## config.mk

```make
export PLATFORM = sky130hd
export DESIGN_NAME = link_bringup_seq
export DESIGN_NICKNAME = d
export VERILOG_FILES = /design/src/rtl/bringup_pkg.sv /design/src/rtl/bringup_count.sv /design/src/rtl/bringup_wr_port.sv /design/src/rtl/bringup_fsm.sv /design/src/rtl/link_bringup_seq.sv
export SDC_FILE = /design/constraint.sdc
export NUM_CORES = 1
export LEC_CHECK = 0
export ABC_CLOCK_PERIOD_IN_PS = 2620
export BUFFER_PORTS_ARGS = -buffer_cell sky130_fd_sc_hd__buf_2
export CAP_MARGIN = 20
export CORE_ASPECT_RATIO = 1.2
export CORE_UTILIZATION = 30
export DETAILED_ROUTE_END_ITERATION = 10
export SYNTH_ARGS = -nofsm -noshare
export SYNTH_HDL_FRONTEND = slang
export SYNTH_SLANG_ARGS = --single-unit
```

## constraint.sdc

```tcl
create_clock -name clk -period 2.62 [get_ports clk]
set_clock_uncertainty 0.2 [all_clocks]
set_input_delay 0.262 -clock clk [delete_from_list [all_inputs] [get_ports clk]]
set_output_delay 0.262 -clock clk [all_outputs]
set_load 0.05 [all_outputs]
```

## src/rtl/bringup_pkg.sv

```systemverilog
package bringup_pkg;

  typedef enum logic [3:0] {
    ST_IDLE, ST_GATE, ST_PWR, ST_LOCK, ST_EN, ST_OUT100, ST_PHYRST,
    ST_GAP, ST_POLL, ST_CAP, ST_PORTS, ST_TIMER, ST_DONE, ST_FAIL
  } seq_st_t;

  typedef enum logic [2:0] {
    OP_NONE, OP_GATE, OP_PWR, OP_EN, OP_OUT100, OP_CAP, OP_PORTS, OP_TIMER
  } wr_op_t;

  typedef enum logic [2:0] {
    FS_NONE      = 3'd0,
    FS_LOCK      = 3'd1,
    FS_RST_ACC   = 3'd2,
    FS_POLL_ACC  = 3'd3,
    FS_RX_TMO    = 3'd4
  } fail_t;

  // Field positions other logic decodes
  localparam int GATE_LSB   = 4;
  localparam int PWRDN_BIT  = 12;
  localparam int PLLEN_BIT  = 13;
  localparam int BYPASS_BIT = 16;
  localparam int OUT100_BIT = 20;
  localparam int RXRDY_BIT  = 1;

  localparam logic [15:0] PHY_RST_REG  = 16'h7F3F;
  localparam logic [15:0] PHY_STAT_REG = 16'h2003;

endpackage

```

## src/rtl/bringup_count.sv

```systemverilog
module bringup_count #(
  parameter int unsigned MAX_COUNT = 4
) (
  input  logic clk,
  input  logic rst_n,
  input  logic clr,
  input  logic inc,
  output logic at_last
);
  localparam int W = $clog2(MAX_COUNT + 1);

  logic [W-1:0] cnt_q, cnt_n;
  logic         upd;

  assign upd = clr | inc;

  always_comb begin
    cnt_n = cnt_q;
    if (clr)      cnt_n = '0;
    else if (inc) cnt_n = cnt_q + 1'b1;
  end

  always_ff @(posedge clk or negedge rst_n) begin
    if (!rst_n)   cnt_q <= '0;
    else if (upd) cnt_q <= cnt_n;
  end

  assign at_last = (cnt_q == W'(MAX_COUNT - 1));


  no_wrap_chk: assert property (@(posedge clk) disable iff (!rst_n)
    inc |-> !at_last)
    else $error("counter stepped past its last value");

endmodule

```

## src/rtl/bringup_wr_port.sv

```systemverilog
module bringup_wr_port
  import bringup_pkg::*;
#(
  parameter int                ADDR_W     = 16,
  parameter int                DATA_W     = 32,
  parameter int unsigned       GATE_ADDR  = 0,
  parameter int unsigned       PLL_ADDR   = 0,
  parameter int unsigned       CAP_ADDR   = 0,
  parameter int unsigned       PORTS_ADDR = 0,
  parameter int unsigned       TIMER_ADDR = 0,
  parameter logic [DATA_W-1:0] GATE_RST   = '0,
  parameter logic [DATA_W-1:0] PLL_RST    = '0,
  parameter logic [DATA_W-1:0] CAP_RST    = '0,
  parameter logic [DATA_W-1:0] PORTS_RST  = '0,
  parameter int                SSS_BIT    = 27,
  parameter int unsigned       TIMER_VAL  = 1000
) (
  input  logic              clk,
  input  logic              rst_n,
  input  wr_op_t            op,
  output logic              wr_en,
  output logic [ADDR_W-1:0] wr_addr,
  output logic [DATA_W-1:0] wr_data
);
  localparam logic [DATA_W-1:0] GATE_ON  = DATA_W'(3) << GATE_LSB;
  localparam logic [DATA_W-1:0] PWRDN_M  = DATA_W'(1) << PWRDN_BIT;
  localparam logic [DATA_W-1:0] PLLEN_M  = DATA_W'(1) << PLLEN_BIT;
  localparam logic [DATA_W-1:0] BYPASS_M = DATA_W'(1) << BYPASS_BIT;
  localparam logic [DATA_W-1:0] OUT100_M = DATA_W'(1) << OUT100_BIT;
  localparam logic [DATA_W-1:0] SSS_M    = DATA_W'(1) << SSS_BIT;

  logic [DATA_W-1:0] gate_q, gate_n, pll_q, pll_n, cap_q, cap_n, ports_q, ports_n;
  logic [DATA_W-1:0] data_n;
  logic [ADDR_W-1:0] addr_n;
  logic              en_n;

  always_comb begin
    en_n    = 1'b0;
    addr_n  = wr_addr;
    data_n  = wr_data;
    gate_n  = gate_q;
    pll_n   = pll_q;
    cap_n   = cap_q;
    ports_n = ports_q;
    unique case (op)
      OP_GATE: begin
        en_n = 1'b1; addr_n = ADDR_W'(GATE_ADDR);
        data_n = gate_q | GATE_ON; gate_n = data_n;
      end
      OP_PWR: begin
        en_n = 1'b1; addr_n = ADDR_W'(PLL_ADDR);
        data_n = pll_q & ~PWRDN_M; pll_n = data_n;
      end
      OP_EN: begin
        en_n = 1'b1; addr_n = ADDR_W'(PLL_ADDR);
        data_n = (pll_q | PLLEN_M) & ~BYPASS_M; pll_n = data_n;
      end
      OP_OUT100: begin
        en_n = 1'b1; addr_n = ADDR_W'(PLL_ADDR);
        data_n = pll_q | OUT100_M; pll_n = data_n;
      end
      OP_CAP: begin
        en_n = 1'b1; addr_n = ADDR_W'(CAP_ADDR);
        data_n = cap_q | SSS_M; cap_n = data_n;
      end
      OP_PORTS: begin
        en_n = 1'b1; addr_n = ADDR_W'(PORTS_ADDR);
        data_n = ports_q | DATA_W'(1); ports_n = data_n;
      end
      OP_TIMER: begin
        en_n = 1'b1; addr_n = ADDR_W'(TIMER_ADDR);
        data_n = DATA_W'(TIMER_VAL);
      end
      default: ;
    endcase
  end

  always_ff @(posedge clk or negedge rst_n) begin
    if (!rst_n) begin
      wr_en   <= 1'b0;
      wr_addr <= '0;
      wr_data <= '0;
      gate_q  <= GATE_RST;
      pll_q   <= PLL_RST;
      cap_q   <= CAP_RST;
      ports_q <= PORTS_RST;
    end else begin
      wr_en <= en_n;
      if (en_n) begin
        wr_addr <= addr_n;
        wr_data <= data_n;
        gate_q  <= gate_n;
        pll_q   <= pll_n;
        cap_q   <= cap_n;
        ports_q <= ports_n;
      end
    end
  end

endmodule

```

## src/rtl/bringup_fsm.sv

```systemverilog
module bringup_fsm
  import bringup_pkg::*;
#(
  parameter int PHY_AW = 16,
  parameter int PHY_DW = 16
) (
  input  logic              clk,
  input  logic              rst_n,
  input  logic              start,
  input  logic              pll_lock,
  input  logic              phy_done,
  input  logic              phy_err,
  input  logic              phy_rdy,
  input  logic              lock_last,
  input  logic              poll_last,
  input  logic              gap_last,
  output logic              lock_clr,
  output logic              lock_inc,
  output logic              poll_clr,
  output logic              poll_inc,
  output logic              gap_clr,
  output logic              gap_inc,
  output wr_op_t            op,
  output logic              phy_req,
  output logic              phy_wr,
  output logic [PHY_AW-1:0] phy_addr,
  output logic [PHY_DW-1:0] phy_wdata,
  output logic              busy,
  output logic              done,
  output logic              err,
  output logic [2:0]        fail_step
);
  seq_st_t st_q, st_n;
  fail_t   fail_q, fail_n;
  logic    idle_like;

  assign idle_like = (st_q == ST_IDLE) || (st_q == ST_DONE) || (st_q == ST_FAIL);

  always_comb begin
    st_n   = st_q;
    fail_n = fail_q;
    unique case (st_q)
      ST_IDLE, ST_DONE, ST_FAIL: if (start) begin
        st_n = ST_GATE; fail_n = FS_NONE;
      end
      ST_GATE:   st_n = ST_PWR;
      ST_PWR:    st_n = ST_LOCK;
      ST_LOCK: begin
        if (pll_lock)       st_n = ST_EN;
        else if (lock_last) begin st_n = ST_FAIL; fail_n = FS_LOCK; end
      end
      ST_EN:     st_n = ST_OUT100;
      ST_OUT100: st_n = ST_PHYRST;
      ST_PHYRST: begin
        if (phy_err)       begin st_n = ST_FAIL; fail_n = FS_RST_ACC; end
        else if (phy_done) st_n = ST_GAP;
      end
      ST_GAP:    if (gap_last) st_n = ST_POLL;
      ST_POLL: begin
        if (phy_err) begin st_n = ST_FAIL; fail_n = FS_POLL_ACC; end
        else if (phy_done) begin
          if (phy_rdy)        st_n = ST_CAP;
          else if (poll_last) begin st_n = ST_FAIL; fail_n = FS_RX_TMO; end
          else                st_n = ST_GAP;
        end
      end
      ST_CAP:    st_n = ST_PORTS;
      ST_PORTS:  st_n = ST_TIMER;
      ST_TIMER:  st_n = ST_DONE;
      default:   st_n = ST_IDLE;
    endcase
  end

  always_ff @(posedge clk or negedge rst_n) begin
    if (!rst_n) begin
      st_q   <= ST_IDLE;
      fail_q <= FS_NONE;
    end else begin
      st_q   <= st_n;
      fail_q <= fail_n;
    end
  end

  // Counter controls
  assign lock_clr = (st_q == ST_PWR);
  assign lock_inc = (st_q == ST_LOCK) && !pll_lock && !lock_last;
  assign poll_clr = (st_q == ST_PHYRST);
  assign poll_inc = (st_q == ST_POLL) && !phy_err && phy_done && !phy_rdy && !poll_last;
  assign gap_clr  = (st_q == ST_PHYRST) || (st_q == ST_POLL);
  assign gap_inc  = (st_q == ST_GAP) && !gap_last;

  always_comb begin
    unique case (st_q)
      ST_GATE:   op = OP_GATE;
      ST_PWR:    op = OP_PWR;
      ST_EN:     op = OP_EN;
      ST_OUT100: op = OP_OUT100;
      ST_CAP:    op = OP_CAP;
      ST_PORTS:  op = OP_PORTS;
      ST_TIMER:  op = OP_TIMER;
      default:   op = OP_NONE;
    endcase
  end

  assign phy_req   = (st_q == ST_PHYRST) || (st_q == ST_POLL);
  assign phy_wr    = (st_q == ST_PHYRST);
  assign phy_addr  = (st_q == ST_PHYRST) ? PHY_AW'(PHY_RST_REG) : PHY_AW'(PHY_STAT_REG);
  assign phy_wdata = (st_q == ST_PHYRST) ? PHY_DW'(1) : '0;

  assign busy      = !idle_like;
  assign done      = (st_q == ST_DONE);
  assign err       = (st_q == ST_FAIL);
  assign fail_step = fail_q;


  req_hold_chk: assert property (@(posedge clk) disable iff (!rst_n)
    (phy_req && !phy_done && !phy_err) |=> (phy_req && $stable(phy_addr)))
    else $error("PHY request dropped before an answer");


  err_code_chk: assert property (@(posedge clk) disable iff (!rst_n)
    err |-> (fail_step != 3'd0))
    else $error("error state without a failure code");


  busy_done_excl_chk: assert property (@(posedge clk) disable iff (!rst_n)
    !(busy && done))
    else $error("busy and done together");

endmodule

```

## src/rtl/link_bringup_seq.sv

```systemverilog
module link_bringup_seq
  import bringup_pkg::*;
#(
  parameter int                ADDR_W     = 16,
  parameter int                DATA_W     = 32,
  parameter int                PHY_AW     = 16,
  parameter int                PHY_DW     = 16,
  parameter int unsigned       BUS_HZ     = 132_000_000,
  parameter int unsigned       LOCK_POLLS = 100_000,
  parameter int unsigned       PHY_POLLS  = 50,
  parameter int unsigned       GAP_CYCLES = BUS_HZ / 10_000,
  parameter int unsigned       GATE_ADDR  = 32'h0010,
  parameter int unsigned       PLL_ADDR   = 32'h0020,
  parameter int unsigned       CAP_ADDR   = 32'h0100,
  parameter int unsigned       PORTS_ADDR = 32'h010C,
  parameter int unsigned       TIMER_ADDR = 32'h01E0,
  parameter logic [DATA_W-1:0] GATE_RST   = '0,
  parameter logic [DATA_W-1:0] PLL_RST    = DATA_W'(32'h0001_1000),
  parameter logic [DATA_W-1:0] CAP_RST    = '0,
  parameter logic [DATA_W-1:0] PORTS_RST  = '0,
  parameter int                SSS_BIT    = 27
) (
  input  logic              clk,
  input  logic              rst_n,
  input  logic              start,
  input  logic              pll_lock,
  input  logic              phy_done,
  input  logic              phy_err,
  input  logic [PHY_DW-1:0] phy_rdata,
  output logic              wr_en,
  output logic [ADDR_W-1:0] wr_addr,
  output logic [DATA_W-1:0] wr_data,
  output logic              phy_req,
  output logic              phy_wr,
  output logic [PHY_AW-1:0] phy_addr,
  output logic [PHY_DW-1:0] phy_wdata,
  output logic              busy,
  output logic              done,
  output logic              err,
  output logic [2:0]        fail_step
);
  localparam int unsigned       TIMER_VAL = BUS_HZ / 1000;
  localparam logic [PHY_DW-1:0] RDY_MASK  = PHY_DW'(1) << RXRDY_BIT;

  // Asynchronous assert, synchronous release
  logic [1:0] rst_pipe;
  logic       rst_sync_n;

  always_ff @(posedge clk or negedge rst_n) begin
    if (!rst_n) rst_pipe <= '0;
    else        rst_pipe <= {rst_pipe[0], 1'b1};
  end
  assign rst_sync_n = rst_pipe[1];

  logic   phy_rdy;
  logic   lock_clr, lock_inc, lock_last;
  logic   poll_clr, poll_inc, poll_last;
  logic   gap_clr, gap_inc, gap_last;
  wr_op_t op;

  assign phy_rdy = |(phy_rdata & RDY_MASK);

  bringup_fsm #(.PHY_AW(PHY_AW), .PHY_DW(PHY_DW)) u_fsm (
    .clk       (clk),
    .rst_n     (rst_sync_n),
    .start     (start),
    .pll_lock  (pll_lock),
    .phy_done  (phy_done),
    .phy_err   (phy_err),
    .phy_rdy   (phy_rdy),
    .lock_last (lock_last),
    .poll_last (poll_last),
    .gap_last  (gap_last),
    .lock_clr  (lock_clr),
    .lock_inc  (lock_inc),
    .poll_clr  (poll_clr),
    .poll_inc  (poll_inc),
    .gap_clr   (gap_clr),
    .gap_inc   (gap_inc),
    .op        (op),
    .phy_req   (phy_req),
    .phy_wr    (phy_wr),
    .phy_addr  (phy_addr),
    .phy_wdata (phy_wdata),
    .busy      (busy),
    .done      (done),
    .err       (err),
    .fail_step (fail_step)
  );

  bringup_count #(.MAX_COUNT(LOCK_POLLS)) u_lock_cnt (
    .clk(clk), .rst_n(rst_sync_n), .clr(lock_clr), .inc(lock_inc), .at_last(lock_last)
  );

  bringup_count #(.MAX_COUNT(PHY_POLLS)) u_poll_cnt (
    .clk(clk), .rst_n(rst_sync_n), .clr(poll_clr), .inc(poll_inc), .at_last(poll_last)
  );

  bringup_count #(.MAX_COUNT(GAP_CYCLES)) u_gap_cnt (
    .clk(clk), .rst_n(rst_sync_n), .clr(gap_clr), .inc(gap_inc), .at_last(gap_last)
  );

  bringup_wr_port #(
    .ADDR_W(ADDR_W), .DATA_W(DATA_W),
    .GATE_ADDR(GATE_ADDR), .PLL_ADDR(PLL_ADDR), .CAP_ADDR(CAP_ADDR),
    .PORTS_ADDR(PORTS_ADDR), .TIMER_ADDR(TIMER_ADDR),
    .GATE_RST(GATE_RST), .PLL_RST(PLL_RST), .CAP_RST(CAP_RST), .PORTS_RST(PORTS_RST),
    .SSS_BIT(SSS_BIT), .TIMER_VAL(TIMER_VAL)
  ) u_wr (
    .clk     (clk),
    .rst_n   (rst_sync_n),
    .op      (op),
    .wr_en   (wr_en),
    .wr_addr (wr_addr),
    .wr_data (wr_data)
  );


  timer_done_chk: assert property (@(posedge clk) disable iff (!rst_sync_n)
    (wr_en && wr_addr == ADDR_W'(TIMER_ADDR)) |-> done)
    else $error("timer write without done");

endmodule

```

# Word level (Yosys, flattened, before mapping)
# Index checks and enable logic that the tools add are counted.
[op_classes] eq_ne=33 n_shift=0 n_lt_le_gt_ge=0 div_mod_pow=0 mux=33 reduce_logical=37 mul=0 addsub=3 bitwise=6
[ops] operator="one-hot mux 32 bit (7 select lines)" count=1
[ops] operator="one-hot mux 16 bit (5 select lines)" count=1
[ops] operator="one-hot mux 21 bit (3 select lines)" count=1
[ops] operator="one-hot mux 4 bit (12 select lines)" count=1
[ops] operator="two-way mux 4 bit" count=10
[ops] operator="two-way mux 17 bit" count=2
[ops] operator="two-way mux 14 bit" count=2
[ops] operator="== test 4 bit (second input constant)" count=6
[ops] operator="two-way mux 3 bit" count=8
[ops] operator="one-hot mux 3 bit (7 select lines)" count=1
[ops] operator="adder 17 x 1 -> 17 bit (second input constant)" count=1
[ops] operator="== test 17 bit (second input constant)" count=1
[ops] operator="== test 4 x 3 -> 1 bit (second input constant)" count=4
[ops] operator="two-way mux 15 bit" count=1
[ops] operator="adder 14 x 1 -> 14 bit (second input constant)" count=1
[ops] operator="== test 14 bit (second input constant)" count=1
[ops] operator="== test 3 bit (second input constant)" count=4
[ops] operator="two-way mux 6 bit" count=2
[ops] operator="one-hot mux 3 bit (4 select lines)" count=1
[ops] operator="AND reduction 4 bit" count=3
[ops] operator="AND reduction 2 bit" count=5
[ops] operator="!= test 3 bit (second input constant)" count=3
[ops] operator="== test 4 x 2 -> 1 bit (second input constant)" count=2
[ops] operator="AND reduction 8 bit" count=1
[ops] operator="22 further kinds" count=49
[totals] mem_bits_rw=0 wordCells=124 romBits=0 output_inout_bits=89 regBits=99 latch_bits=0 memories=0 input_bits=22

# Longest topological paths before layout
# Gate-level depths: netlist (run 1).
[logic_depth] word_depth=7 ltp_mapped=8 mapped_depth_nobuf=8

# Modules after synthesis
# Synthesis (run 1) repeated with hierarchy kept, for this count alone.
[unflattened] hier_cells=438 hier_area_um2=4037.6
[by_module_without_submodules] module="bringup_wr_port" instances=1 cells_per_inst=104 area_per_inst_um2=1018.5
[by_module_without_submodules] module="bringup_fsm" instances=1 cells_per_inst=134 area_per_inst_um2=993.5
[by_module_without_submodules] module="bringup_count (u_lock_cnt)" instances=1 cells_per_inst=92 area_per_inst_um2=914.6
[by_module_without_submodules] module="bringup_count (u_gap_cnt)" instances=1 cells_per_inst=77 area_per_inst_um2=762.0
[by_module_without_submodules] module="bringup_count (u_poll_cnt)" instances=1 cells_per_inst=28 area_per_inst_um2=295.3
[by_module_without_submodules] module="link_bringup_seq" instances=1 cells_per_inst=3 area_per_inst_um2=53.8

# Worst setup path after synthesis (run 1)
# Ideal clock, no wire load.
[synth_timing] kind="register to register" start="register u_fsm.st_q[2]" end="register u_fsm.st_q[0]" required_ns=2.295 stages_incl_launch_ff=8 arrival_time_ns=2.408 path_buffers=0 setup_ns=0.125 synth_period_minus_slack_ns=2.733 path_slack_ns=-0.113 path_cell_list="dfrtp_1 -> inv_1 -> ha_1 -> nor2b_1 -> o21ai_1 -> o32a_1 -> nand3_2 -> mux2_4"
[synth_between] elab_chain_len=4 word_cells_on_any_way=22 classes_between="18 x eq/ne; 1 x mux; 3 x reduce/logical"
[synth_lines] item="start, declared" line_no="bringup_fsm.sv:33" rtl="seq_st_t st_q, st_n;"
[synth_lines] item="start signal, assigned" line_no="bringup_fsm.sv:79" rtl="st_q <= st_n;"
[synth_lines] item="== test 4 bit or zero test 4 bit (tied branches)" line_no="bringup_fsm.sv:42" rtl="unique case (st_q)"
[synth_lines] item="OR reduction 3 bit" line_no="bringup_fsm.sv:42"
[synth_lines] item="!= test 2 bit (no source line)"
[synth_lines] item="AND reduction 5 bit (no source line)"
# Parallel ways exist; a longest one is shown, timed or not.
# A chain may end at the register's enable or synchronous reset.

# Worst setup path after layout (run 1)
[layout_timing] start="register u_fsm.st_q[3]" end="output port phy_req"
[layout_between] elab_chain_len=2 word_cells_on_any_way=3 classes_between="2 x eq/ne; 1 x reduce/logical"
[layout_lines] item="== test 4 x 3 -> 1 bit or == test 4 bit (tied branches)" line_no="bringup_fsm.sv:105" rtl="assign phy_req = (st_q == ST_PHYRST) || (st_q == ST_POLL);"
[layout_lines] item="logical OR 1 bit (*)" line_no="bringup_fsm.sv:105"
[layout_lines] item="end, declared" line_no="link_bringup_seq.sv:33" rtl="output logic phy_req,"
# Every way passes the cells marked *; elsewhere a longest branch is shown, timed or not.

==> results of run 1 <==
==> what timing repair did <==
action	in CTS	in global routing
setup endpoints to repair	0	13
setup buffers	0	0
gates resized for setup	0	1
endpoints found under the hold margin	2	0
hold buffers	1	0
==> power groups by stage <==
stage | sequential [mW] | combinational [mW] | clock, mW
global placement | 1.34 | 2.30 | 0
floorplan | 1.65 | 1.57 | 0
global route | 1.37 | 2.52 | 1.19
detailed placement | 1.35 | 2.33 | 0
finish | 1.33 | 2.33 | 1.12
CTS | 1.34 | 2.34 | 1.15
==> final cells by class <==
class / instances / share of cell area
Multi-Input combinational cell: 322 / 0.446
Sequential cell: 65 / 0.350
Timing Repair Buffer: 63 / 0.0832
Clock buffer: 9 / 0.0483
Tap cell: 168 / 0.0451
Inverter: 19 / 0.0153
Clock inverter: 7 / 0.0118
==> registers in the layout (all words and copies together) (netlist names) <==
| register | flops |
|---|---|
| u_gap_cnt.cnt_q | 14 |
| rst_pipe | 2 |
| u_wr.wr_data | 9 |
| u_wr.wr_addr | 5 |
| u_poll_cnt.cnt_q | 6 |
| u_fsm.st_q | 4 |
| u_lock_cnt.cnt_q | 17 |
| u_fsm.fail_step | 3 |
| u_wr.wr_en | 1 |
| u_wr.pll_q | 4 |
==> critical path, cell delays in order, from the launching register on <==
cell	delay (ns)
dfrtp_1	0.42
inv_1	0.09
ha_2	0.32
nand2_2	0.11
inv_2	0.14
nor2_8	0.08
inv_2	0.17
buf_2	0.30
==> layer usage <==
| layer | up-vias | part of all wire | GRT usage |
|---|---|---|---|
| li1 | 1483 | - | - |
| met1 | 1506 | 0.44 | 0.158 |
| met2 | 51 | 0.51 | 0.227 |
| met3 | 10 | 0.043 | 0.0372 |
| met4 | 0 | 0.013 | 0.0455 |
| met5 | - | 0 | 0 |
==> synthesized netlist by cell type (all sizes together), types with 2 or more instances <==
cell	count	area [um^2]
mux2i	7	70.1
and4bb	3	37.5
o211ai	2	15.0
xor2	17	149
a32o	2	20.0
o31ai	2	15.0
and2	5	31.3
nor3	10	55.1
nand2	19	73.8
nand3	29	150
a31o	2	17.5
nor4b	3	38.8
a31oi	2	12.5
nand2b	3	18.8
nor4	5	56.3
a211oi	2	15.0
o21a	3	22.5
clkbuf	6	23.8
o21bai	3	26.3
a22o	5	43.8
nor2	48	196
nor3b	5	53.8
o21ai	15	75.1
mux2	5	71.3
and3	10	62.6
a21oi	10	50.1
inv	18	67.6
and4	3	26.3
nor2b	4	30.0
dfstp	2	52.6
conb	2	7.51
xnor2	11	96.3
ha	9	113
dfrtp	63	1580
a21boi	3	22.5
buf	73	541
nand4	11	83.8
a21o	2	15.0
==> worst max path at each step <==
| stage | startpoint | endpoint | depth (start not counted) |
|---|---|---|---|
| final | u_fsm.st_q[3] | phy_req | 7 |
| after global routing | u_fsm.st_q[3] | phy_req | 7 |
| after CTS | u_fsm.st_q[3] | phy_req | 7 |
| after detailed placement | u_fsm.st_q[3] | u_fsm.st_q[3] | 8 |
| after global placement | u_fsm.st_q[3] | u_fsm.st_q[3] | 8 |
| after floorplan | u_fsm.st_q[0] | done | 4 |
==> metrics by stage <==
| stage | power (mW) | utilization | cells | worst slack [ns] |
|---|---|---|---|---|
| floorplan | 3.22 | - | 485 | 0.0104 |
| global placement | 3.65 | 0.327 | 636 | 0.266 |
| detailed placement | 3.68 | 0.327 | 636 | 0.200 |
| CTS | 4.83 | 0.349 | 653 | 0.0208 |
| global route | 5.07 | 0.349 | 653 | 0.0810 |
| finish | 4.78 | 0.349 | 653 | 0.194 |
==> logic make-up after synthesis <==
family	Yosys count
simple gates	160
buf+inv	98
flops	65
compound gates	62
xor+xnor	28
mux	12
fa+ha+maj	9
other cells	2
==> out/metrics.yaml, run 1 <==
sta:
  setup_viol: 0
  timing.hold.ws_ns: 0.0390
  rsz0062_at_grt: "false"
  finalCritPeriodShare: 0.926
  layout_min_cycle_time_ns: 2.43
  fin_tns_setup_ns: 0
  max_freq_mhz: 412
  hold_viol: 0
  finalMaxSlewViolations: 0
power_and_ir_drop:
  p_int_mw: 2.57
  p_switching_mw: 2.21
  power_density_nw_per_um2: 1020
  sw_frac_of_total: 0.463
  vdd.ir_drop.worst_uv: 466
  p_leak_nw: 2.26
  pwr-share-clk: 0.234
  combPwrFrac: 0.487
  seqPwrFrac: 0.279
hold_path:
  hold_class: "in2async"
grt:
  grt_use_total: 0.132
  grt_max_degree: 64
  grt_antenna_before_repair: 0
  grt_pass1_wl_um: 14900
  grt_pass1_vias: 3001
  grt_remaining_overflow: 0
finish:
  n_antenna_cell: 0
  nets: 511
  layout.cells.most_common_list: "dfrtp_1 (62), conb_1 (51), nor2_1 (47)"
  final_area_um2: 4660
  fillers: 1398
  layout-drive-gt1-share: 0.227
  seqCellArea_um2: 1630
  area.growth.synth_to_final_pct: 12.2
  multi_input_area_um2: 2080
  final_common_cell: "dfrtp_1"
synthesis:
  ys.flop_type: "dfrtp_1"
  async_flop_share: 1.00
  synth_top_family_by_area: "simple AND/OR/NAND/NOR gates"
  ys_ff_latch: 65
  synth.avg_cell_area_um2: 9.53
  postSynthCellCount: 436
  synth.distinct_cells: 67
  muxShareOfSynthArea: 0.0340
  synth-xor-area-share: 0.0590
  yosys_warnings: 0
  ys_seq_area_frac: 0.392
  synth_compound_area_frac: 0.109
  synth_edf_count: 0
  syn_area_um2: 4150
  synth_fa_ha_area_frac: 0.0271
  yosys.area_share.simple: 0.224
setup_path:
  worstPathArrival_ns: 1.96
  r2r-start: "u_poll_cnt.cnt_q[1]"
  rr_worst_depth: 7
  cp-end-kind: "primary output"
  worstPathRequired_ns: 2.16
  r2r-end: "u_fsm.fail_step[0]"
  path_class: "reg2out"
  r2r_slack_ns: 0.32
  cp_max_fo: 11
  startpoint_type: "flop"
clock_tree:
  htree_levels: 3
  insertion_delay_ns: 0.33
  cts_buffers: 9
  clock_sinks: 65
  cts_tree: "done"
  clkTransAtPathRegs_ns: 0.06
  clock_path_buffers: 2
  cts_root_buf: "clkbuf_16"
floorplan:
  core-area_um2: 13400
  start_util: 0.311
  fp-row-count: 46
  die_y_um: 131
  io_pins: 111
  die_width_um: 109
  dieArea_um2: 14300
detailed_routing:
  wl_per_cell_um: 13.6
  num_vias: 3050
  antenna_left: 0
  first_pass_iters: 4
  via_per_inst: 4.67
  wl_um: 8890
  drt_iter0_markers: 115
  drc: 0
flow_run:
  cap_viol_max_count: 0
outcome:
  status: "completed"
placement:
  dpl_cell_area_um2: 4370
  post-dp-hpwl_um: 6490
  io_buffers: 45
  gp_congestion: 0.822
No activity file was read; power rests on OpenSTA's default activity.
==> inputs of run 2 (changes only) <==
- SETUP_SLACK_MARGIN: not set -> 0.5
==> run 2 against run 1 <==
Largest cell class unchanged; critical endpoint is now u_fsm.st_q[3]; non-clock buffer count is 20 higher; design area increased by 11%; setup slack improved by 0.33 ns; sequential power about the same; critical path depth decreased by 1.
==> out/metrics.yaml, run 2 (synthesized netlist as in run 1, its figures left out) <==
outcome:
  status: "completed"
grt:
  grt_pass1_vias: 3097  # +3.2%
  met3_usage: 0.0407  # +0.00347
  grt_pass1_wl_um: 14900  # +0.37%
  grt_use_total: 0.134  # +0.00147
  grt_max_degree: 38  # -41%
  grt_remaining_overflow: 0  # unchanged
  use_met2: 0.223  # -0.00370
  busiest_layer: "met2"
  grt_antenna_before_repair: 1  # +1
  gr-usage-met1: 0.154  # -0.00348
clock_tree:
  clkTransAtPathRegs_ns: 0.05  # about the same
  insertion_delay_ns: 0.33  # about the same
  cts_tree: "done"
  cts_buffers: 9  # unchanged
  clock_path_buffers: 2  # unchanged
  htree_levels: 3  # unchanged
  clock_sinks: 65  # unchanged
  cts_root_buf: "clkbuf_16"
power_and_ir_drop:
  vdd.ir_drop.worst_uv: 382  # -18%
  p_int_mw: 2.96  # +15%
  p_leak_nw: 2.43  # +7.6%
  p_switching_mw: 2.30  # +4.2%
  seqPwrFrac: 0.256  # -0.023
  power_density_nw_per_um2: 1020  # -0.73%
  sw_frac_of_total: 0.438  # -0.0247
  pwr-share-clk: 0.226  # -0.008
  combPwrFrac: 0.519  # +0.032
  p_total_mw: 5.26  # +10%
sta:
  fin_tns_setup_ns: 0  # unchanged
  finalCritPeriodShare: 0.799  # -0.127
  max_freq_mhz: 478  # +16%
  hold_viol: 0  # unchanged
  fin_ws_ns: 0.527  # +0.333 ns
  rsz0062_at_grt: "true"
  tightest_slew_ns: 0.634
  finalMaxSlewViolations: 0  # unchanged
  layout_min_cycle_time_ns: 2.09  # -0.333 ns
  timing.hold.ws_ns: 0.0524  # +0.0134 ns
  setup_viol: 0  # unchanged
  relSlewSlack: 0.577
detailed_routing:
  wl_um: 9240  # +3.9%
  wl_per_cell_um: 13.7  # +0.69%
  via_per_inst: 4.79  # +2.5%
  num_vias: 3226  # +5.8%
  antenna_left: 0  # unchanged
  first_pass_iters: 4  # unchanged
  drt_iter0_markers: 197  # +71%
  drc: 0  # unchanged
setup_path:
  startpoint_type: "flop"
  cp-end-kind: "flop"
  rr_worst_depth: 6  # -1
  r2r-start: "u_fsm.st_q[3]"
  crit_path_top_delay_cell: "dfrtp_2"
  worstPathRequired_ns: 2.62  # +0.46 ns
  cp_max_fo: 5  # -6
  r2r_slack_ns: 0.53  # +0.21 ns
  r2r-end: "u_fsm.st_q[3]"
  worstPathArrival_ns: 2.10  # +0.14 ns
  crit_path_cell_trace: "ha_4 -> nor3b_4 -> nor2_8 -> o32a_1 -> nand3_4 -> mux2_4"
  path_class: "reg2reg"
  slowest_delay_ns: 0.45  # +0.03 ns
floorplan:
  io_pins: 111  # unchanged
  start_util: 0.311  # unchanged
  dieArea_um2: 14300  # unchanged
  die_width_um: 109  # unchanged
  core-area_um2: 13400  # unchanged
  die_y_um: 131  # unchanged
  fp-row-count: 46  # unchanged
finish:
  nets: 532  # +4.1%
  fillers: 1301  # -6.9%
  largest_reg_flops: 17  # unchanged
  layout-drive-gt1-share: 0.302  # +0.0756
  layout.cells.most_common_list: "dfrtp_1 (59), conb_1 (51), nor2_1 (47)"
  final_common_cell: "dfrtp_1"
  post-route-util: 0.387  # +0.0381
  n_antenna_cell: 0  # unchanged
  area.growth.synth_to_final_pct: 24.4
  top_regs: "u_lock_cnt.cnt_q (17), u_gap_cnt.cnt_q (14), u_wr.wr_data (9)"
  largest-register: "u_lock_cnt.cnt_q"
placement:
  dp_slack_ns: 0.292  # +0.0922 ns
  io_buffers: 45  # unchanged
  post-dp-hpwl_um: 6390  # -1.6%
  gp_congestion: 0.846  # +2.9%
hold_path:
  hold_class: "in2async"
flow_run:
  cap_viol_max_count: 0  # unchanged
[run 2: cell count changes in the layout (fill, tap and decap cells not counted), sizes merged]
| cell | before | now |
|---|---|---|
| clkinv | 5 | 3 |
| clkbuf | 9 | 13 |
| inv | 19 | 18 |
| bufinv | 0 | 1 |
| nand4 | 11 | 12 |
| buf | 62 | 80 |
[run 2: routing by layer]
metal,vias to the layer above,part of all wire
met5,-,0.0014
met4,2,0.026
met3,24,0.047
met2,85,0.52
met1,1577,0.40
li1,1538,-
[run 2: per-stage QoR]
step | instance area [um^2] | cells
global route | 5170 | 674
detailed placement | 4400 | 635
global placement | 4400 | 635
CTS | 4980 | 665
floorplan | 4400 | 485
finish | 5170 | 674
[run 2: final cells by class]
class	count	area [um^2]	share of cell area
Multi-Input combinational cell	323	2270	0.440
Sequential cell	65	1630	0.316
Timing Repair Buffer	83	672	0.130
Clock buffer	11	243	0.0470
Tap cell	168	210	0.0407
Inverter	19	82.6	0.0160
Clock inverter	5	55.1	0.0107
[run 2: what timing repair did]
| action | in CTS | in global routing |
|---|---|---|
| resized for setup | 47 | 28 |
| gates cloned | 0 | 1 |
| hold buffers | 1 | 0 |
| pin swaps | 7 | 8 |
| buffers inserted | 13 | 8 |
| endpoints found under the hold margin | 2 | 0 |
| setup endpoints to repair | 45 | 36 |
[run 2: power groups by stage]
stage / Combinational [mW] / Clock (mW) / Sequential (mW)
after floorplan: 1.64 / 0 / 1.66
after detailed placement: 2.38 / 0 / 1.36
final: 2.73 / 1.19 / 1.34
after CTS: 2.62 / 1.22 / 1.34
after global routing: 2.92 / 1.26 / 1.37
after global placement: 2.36 / 0 / 1.35
[run 2: worst max-delay path by stage]
stage                        from                   to  slack (ns)  cells after the start
floorplan           u_fsm.st_q[2]        u_fsm.st_q[0]        0.44                      7
CTS                 u_fsm.st_q[3]        u_fsm.st_q[3]        0.47                      6
global placement    u_fsm.st_q[2]      u_wr.wr_addr[5]        0.33                      6
detailed placement  u_fsm.st_q[2]      u_wr.wr_addr[5]        0.29                      6
finish              u_fsm.st_q[3]        u_fsm.st_q[3]        0.53                      6
global route        u_fsm.st_q[2]  u_poll_cnt.cnt_q[3]        0.44                      9
[run 2: worst max-delay path, delay by kind of cell (launching register included)]
family	cells	cell delay (ns)
compound gates	1	0.33
fa+ha+maj	1	0.17
flops	1	0.45
mux	1	0.31
simple gates	3	0.51
==> inputs of run 3 (changes only) <==
- ABC_AREA: not set -> 1
- ABC_CLOCK_PERIOD_IN_PS: 2620 -> 2110
- clock period: 2.62 -> 2.11 ns (I/O delays scaled with it)
==> run 3 against run 2 <==
The flow now finishes with violations (design-rule violations); synthesized cell count rose by 33%; routed wire length rose by 17%; via count rose by 22%; sequential share of layout area fell by 5.0 points; design area increased by 19%; clock power up 65%; die area up 4.5%; setup slack got worse by 0.36 ns; core utilization increased by 5.4 points; sequential power is 43% higher; combinational power up 54%; first-iteration DRC count down 5.6%.
==> out/metrics.yaml, run 3 <==
sta:
  finalMaxSlewViolations: 0  # unchanged
  rsz0062_at_grt: "true"
  finalCritPeriodShare: 0.921
  max_freq_mhz: 515
  fin_tns_setup_ns: 0  # unchanged
  layout_min_cycle_time_ns: 1.94
  hold_viol: 0  # unchanged
  setup_viol: 0  # unchanged
detailed_routing:
  wl_um: 10800  # +17%
  wl_per_cell_um: 12.4  # -9.3%
  drt_iter0_markers: 186  # -5.6%
  drc: 14  # +14
  num_vias: 3929  # +22%
  first_pass_iters: 7  # +3
  via_per_inst: 4.53  # -5.3%
  antenna_left: 0  # unchanged
grt:
  grt_antenna_before_repair: 1  # unchanged
  grt_pass1_wl_um: 18000  # +21%
  grt_max_degree: 25  # -34%
  grt_remaining_overflow: 0  # unchanged
  grt_use_total: 0.149  # +0.0157
  grt_pass1_vias: 3801  # +23%
clock_tree:
  cts_root_buf: "clkbuf_16"
  htree_levels: 3  # unchanged
  cts_tree: "done"
  clock_path_buffers: 2  # unchanged
  insertion_delay_ns: 0.33  # about the same
  cts_buffers: 9  # unchanged
  clock_sinks: 65  # unchanged
  clkTransAtPathRegs_ns: 0.06  # about the same
synthesis:
  postSynthCellCount: 581  # +33%
  ys_top_cells_by_count: "nand2_1 (160), buf_4 (68), dfrtp_1 (63), nor2_1 (58), inv_1 (47)"
  synth.distinct_cells: 36  # -46%
  synth.area.top_cells: "dfrtp_1 (36%), nand2_1 (14%), buf_4 (12%)"
  yosysTopAreaCell: "dfrtp_1"
  ys_seq_area_frac: 0.375  # -0.0172
  synth.avg_cell_area_um2: 7.48  # -22%
  yosysTopAreaCellShare: 0.363  # -0.0166
  synth.most_common_cell: "nand2_1"
  async_flop_share: 1.00  # unchanged
  synth_edf_count: 0  # unchanged
  yosys_warnings: 0  # unchanged
  ys.flop_type: "dfrtp_1"
  syn_area_um2: 4340  # +4.6%
  ys_ff_latch: 65  # unchanged
setup_path:
  cp_max_fo: 13  # +8
  slowest_delay_ns: 0.40  # -0.05 ns
  worst-path-buf-inv: 4  # +4
  crit_path_cell_trace: "inv_2 -> ha_4 -> inv_4 -> nor2_4 -> buf_12 -> buf_6"
  rr_worst_depth: 12  # +6
  worstPathRequired_ns: 1.70  # -0.92 ns
  crit_path_top_delay_cell: "dfrtp_1"
  cp_top_family: "buffers and inverters"
  crit_cells: 6  # unchanged
  startpoint_type: "flop"
  worstPathArrival_ns: 1.53  # -0.57 ns
  path_class: "reg2out"
  cp-end-kind: "primary output"
floorplan:
  io_pins: 111  # unchanged
  fp-row-count: 47  # +2.2%
  die_width_um: 112  # +2.2%
  start_util: 0.312  # +0.000603
  core-area_um2: 13900  # +4.4%
  die_y_um: 134  # +2.2%
  dieArea_um2: 15000  # +4.5%
power_and_ir_drop:
  vdd.ir_drop.worst_uv: 459  # +20%
  p_int_mw: 4.48  # +51%
  p_leak_nw: 3.02  # +25%
  combPwrFrac: 0.520  # about the same
  pwr-share-clk: 0.243  # +0.017
  seqPwrFrac: 0.237  # -0.019
  p_switching_mw: 3.61  # +57%
  power_density_nw_per_um2: 1320  # +29%
  sw_frac_of_total: 0.446  # +0.00858
flow_run:
  cap_viol_max_count: 0  # unchanged
placement:
  gp_congestion: 0.836  # -1.1%
  post-dp-hpwl_um: 6840  # +7.0%
  dpl_cell_area_um2: 4650  # +5.5%
  io_buffers: 45  # unchanged
finish:
  final_area_um2: 6140  # +19%
  largest_reg_flops: 17  # unchanged
  layout-drive-gt1-share: 0.355  # +0.0530
  largest-register: "u_lock_cnt.cnt_q"
  layout.cells.most_common_list: "nand2_1 (133), dfrtp_1 (59), buf_4 (54)"
  final_common_cell: "nand2_1"
  nets: 721  # +36%
  area.growth.synth_to_final_pct: 41.4
  top_regs: "u_lock_cnt.cnt_q (17), u_gap_cnt.cnt_q (14), u_wr.wr_data (9)"
hold_path:
  hold_class: "reg2async"
outcome:
  status: "finished with violations"
  violations: "design-rule violations"
[run 3: cell count changes in the layout (fill, tap and decap cells not counted), sizes merged, moves of 9 or more]
cell	before	now
and3	10	0
buf	80	117
inv	18	56
nand2	19	175
nand3	29	45
nand4	12	21
nor2	48	66
o21ai	15	28
xnor2	11	2
[run 3: layout make-up]
type / instances / area (um^2)
Antenna cell: 1 / 2.50
Timing Repair Buffer: 119 / 1040
Clock inverter: 7 / 166
Sequential cell: 65 / 1630
Fill cell: 1334 / 7790
Inverter: 59 / 279
Multi-Input combinational cell: 436 / 2590
Tap cell: 171 / 214
Clock buffer: 9 / 225
[run 3: cells by family (layout without fill, tap and decap cells)]
kind of cell | after synthesis | count (layout) | synth area share
AO/OA/AOI/OAI | 45 | 45 | 0.0562
XOR/XNOR | 12 | 12 | 0.0242
adder cells (fa/ha/maj) | 9 | 9 | 0.0259
buffers and inverters | 131 | 194 | 0.179
flip-flops | 65 | 65 | 0.375
other | 2 | 52 | 0.00173
AND/OR/NAND/NOR | 317 | 319 | 0.338
[run 3: through the flow]
step	std cells	hold slack [ns]	utilization	power, mW	setup slack, ns
floorplan	630	-0.285	-	4.49	0.198
global placement	791	-0.202	0.334	4.96	0.174
detailed placement	791	-0.202	0.334	4.99	0.163
CTS	857	0.0404	0.423	7.78	0.160
global route	866	0.0504	0.441	8.56	0.106
finish	867	0.0198	0.441	8.09	0.166
[run 3: final timing paths]
kind | startpoint | slack [ns] | to
min in group clk | phy_err | 0.05 | u_fsm.fail_step[2]
hold reg to reg | rst_pipe[1] | 0.02 | u_poll_cnt.cnt_q[2]
setup reg to reg | u_fsm.st_q[2] | 0.22 | u_fsm.st_q[2]
max in group asynchronous | rst_n | 1.05 | rst_pipe[1]
hold / removal | rst_pipe[1] | 0.02 | u_poll_cnt.cnt_q[2]
setup / recovery | u_fsm.st_q[3] | 0.17 | phy_addr[9]
[run 3: repair_timing]
action	4_1_cts	5_1_grt
gates resized for setup	127	51
gates cloned	3	0
setup endpoints to repair	77	78
buffers inserted	45	9
hold endpoints to repair	2	0
pin swaps	26	28
hold buffers	2	0
[run 3: layer usage]
layer | vias up | track usage | part of all wire
li1 | 1956 | - | -
met4 | 0 | 0.0495 | 0.017
met5 | - | 0 | 0
met2 | 109 | 0.269 | 0.52
met1 | 1848 | 0.174 | 0.41
met3 | 16 | 0.0339 | 0.050
[run 3: power groups by stage]
stage	sequential [mW]	clock [mW]	combinational, mW
after detailed placement	1.91	0	3.08
after floorplan	2.32	0	2.17
final	1.92	1.96	4.20
after global routing	1.97	2.05	4.54
after global placement	1.90	0	3.06
after CTS	1.90	1.99	3.89
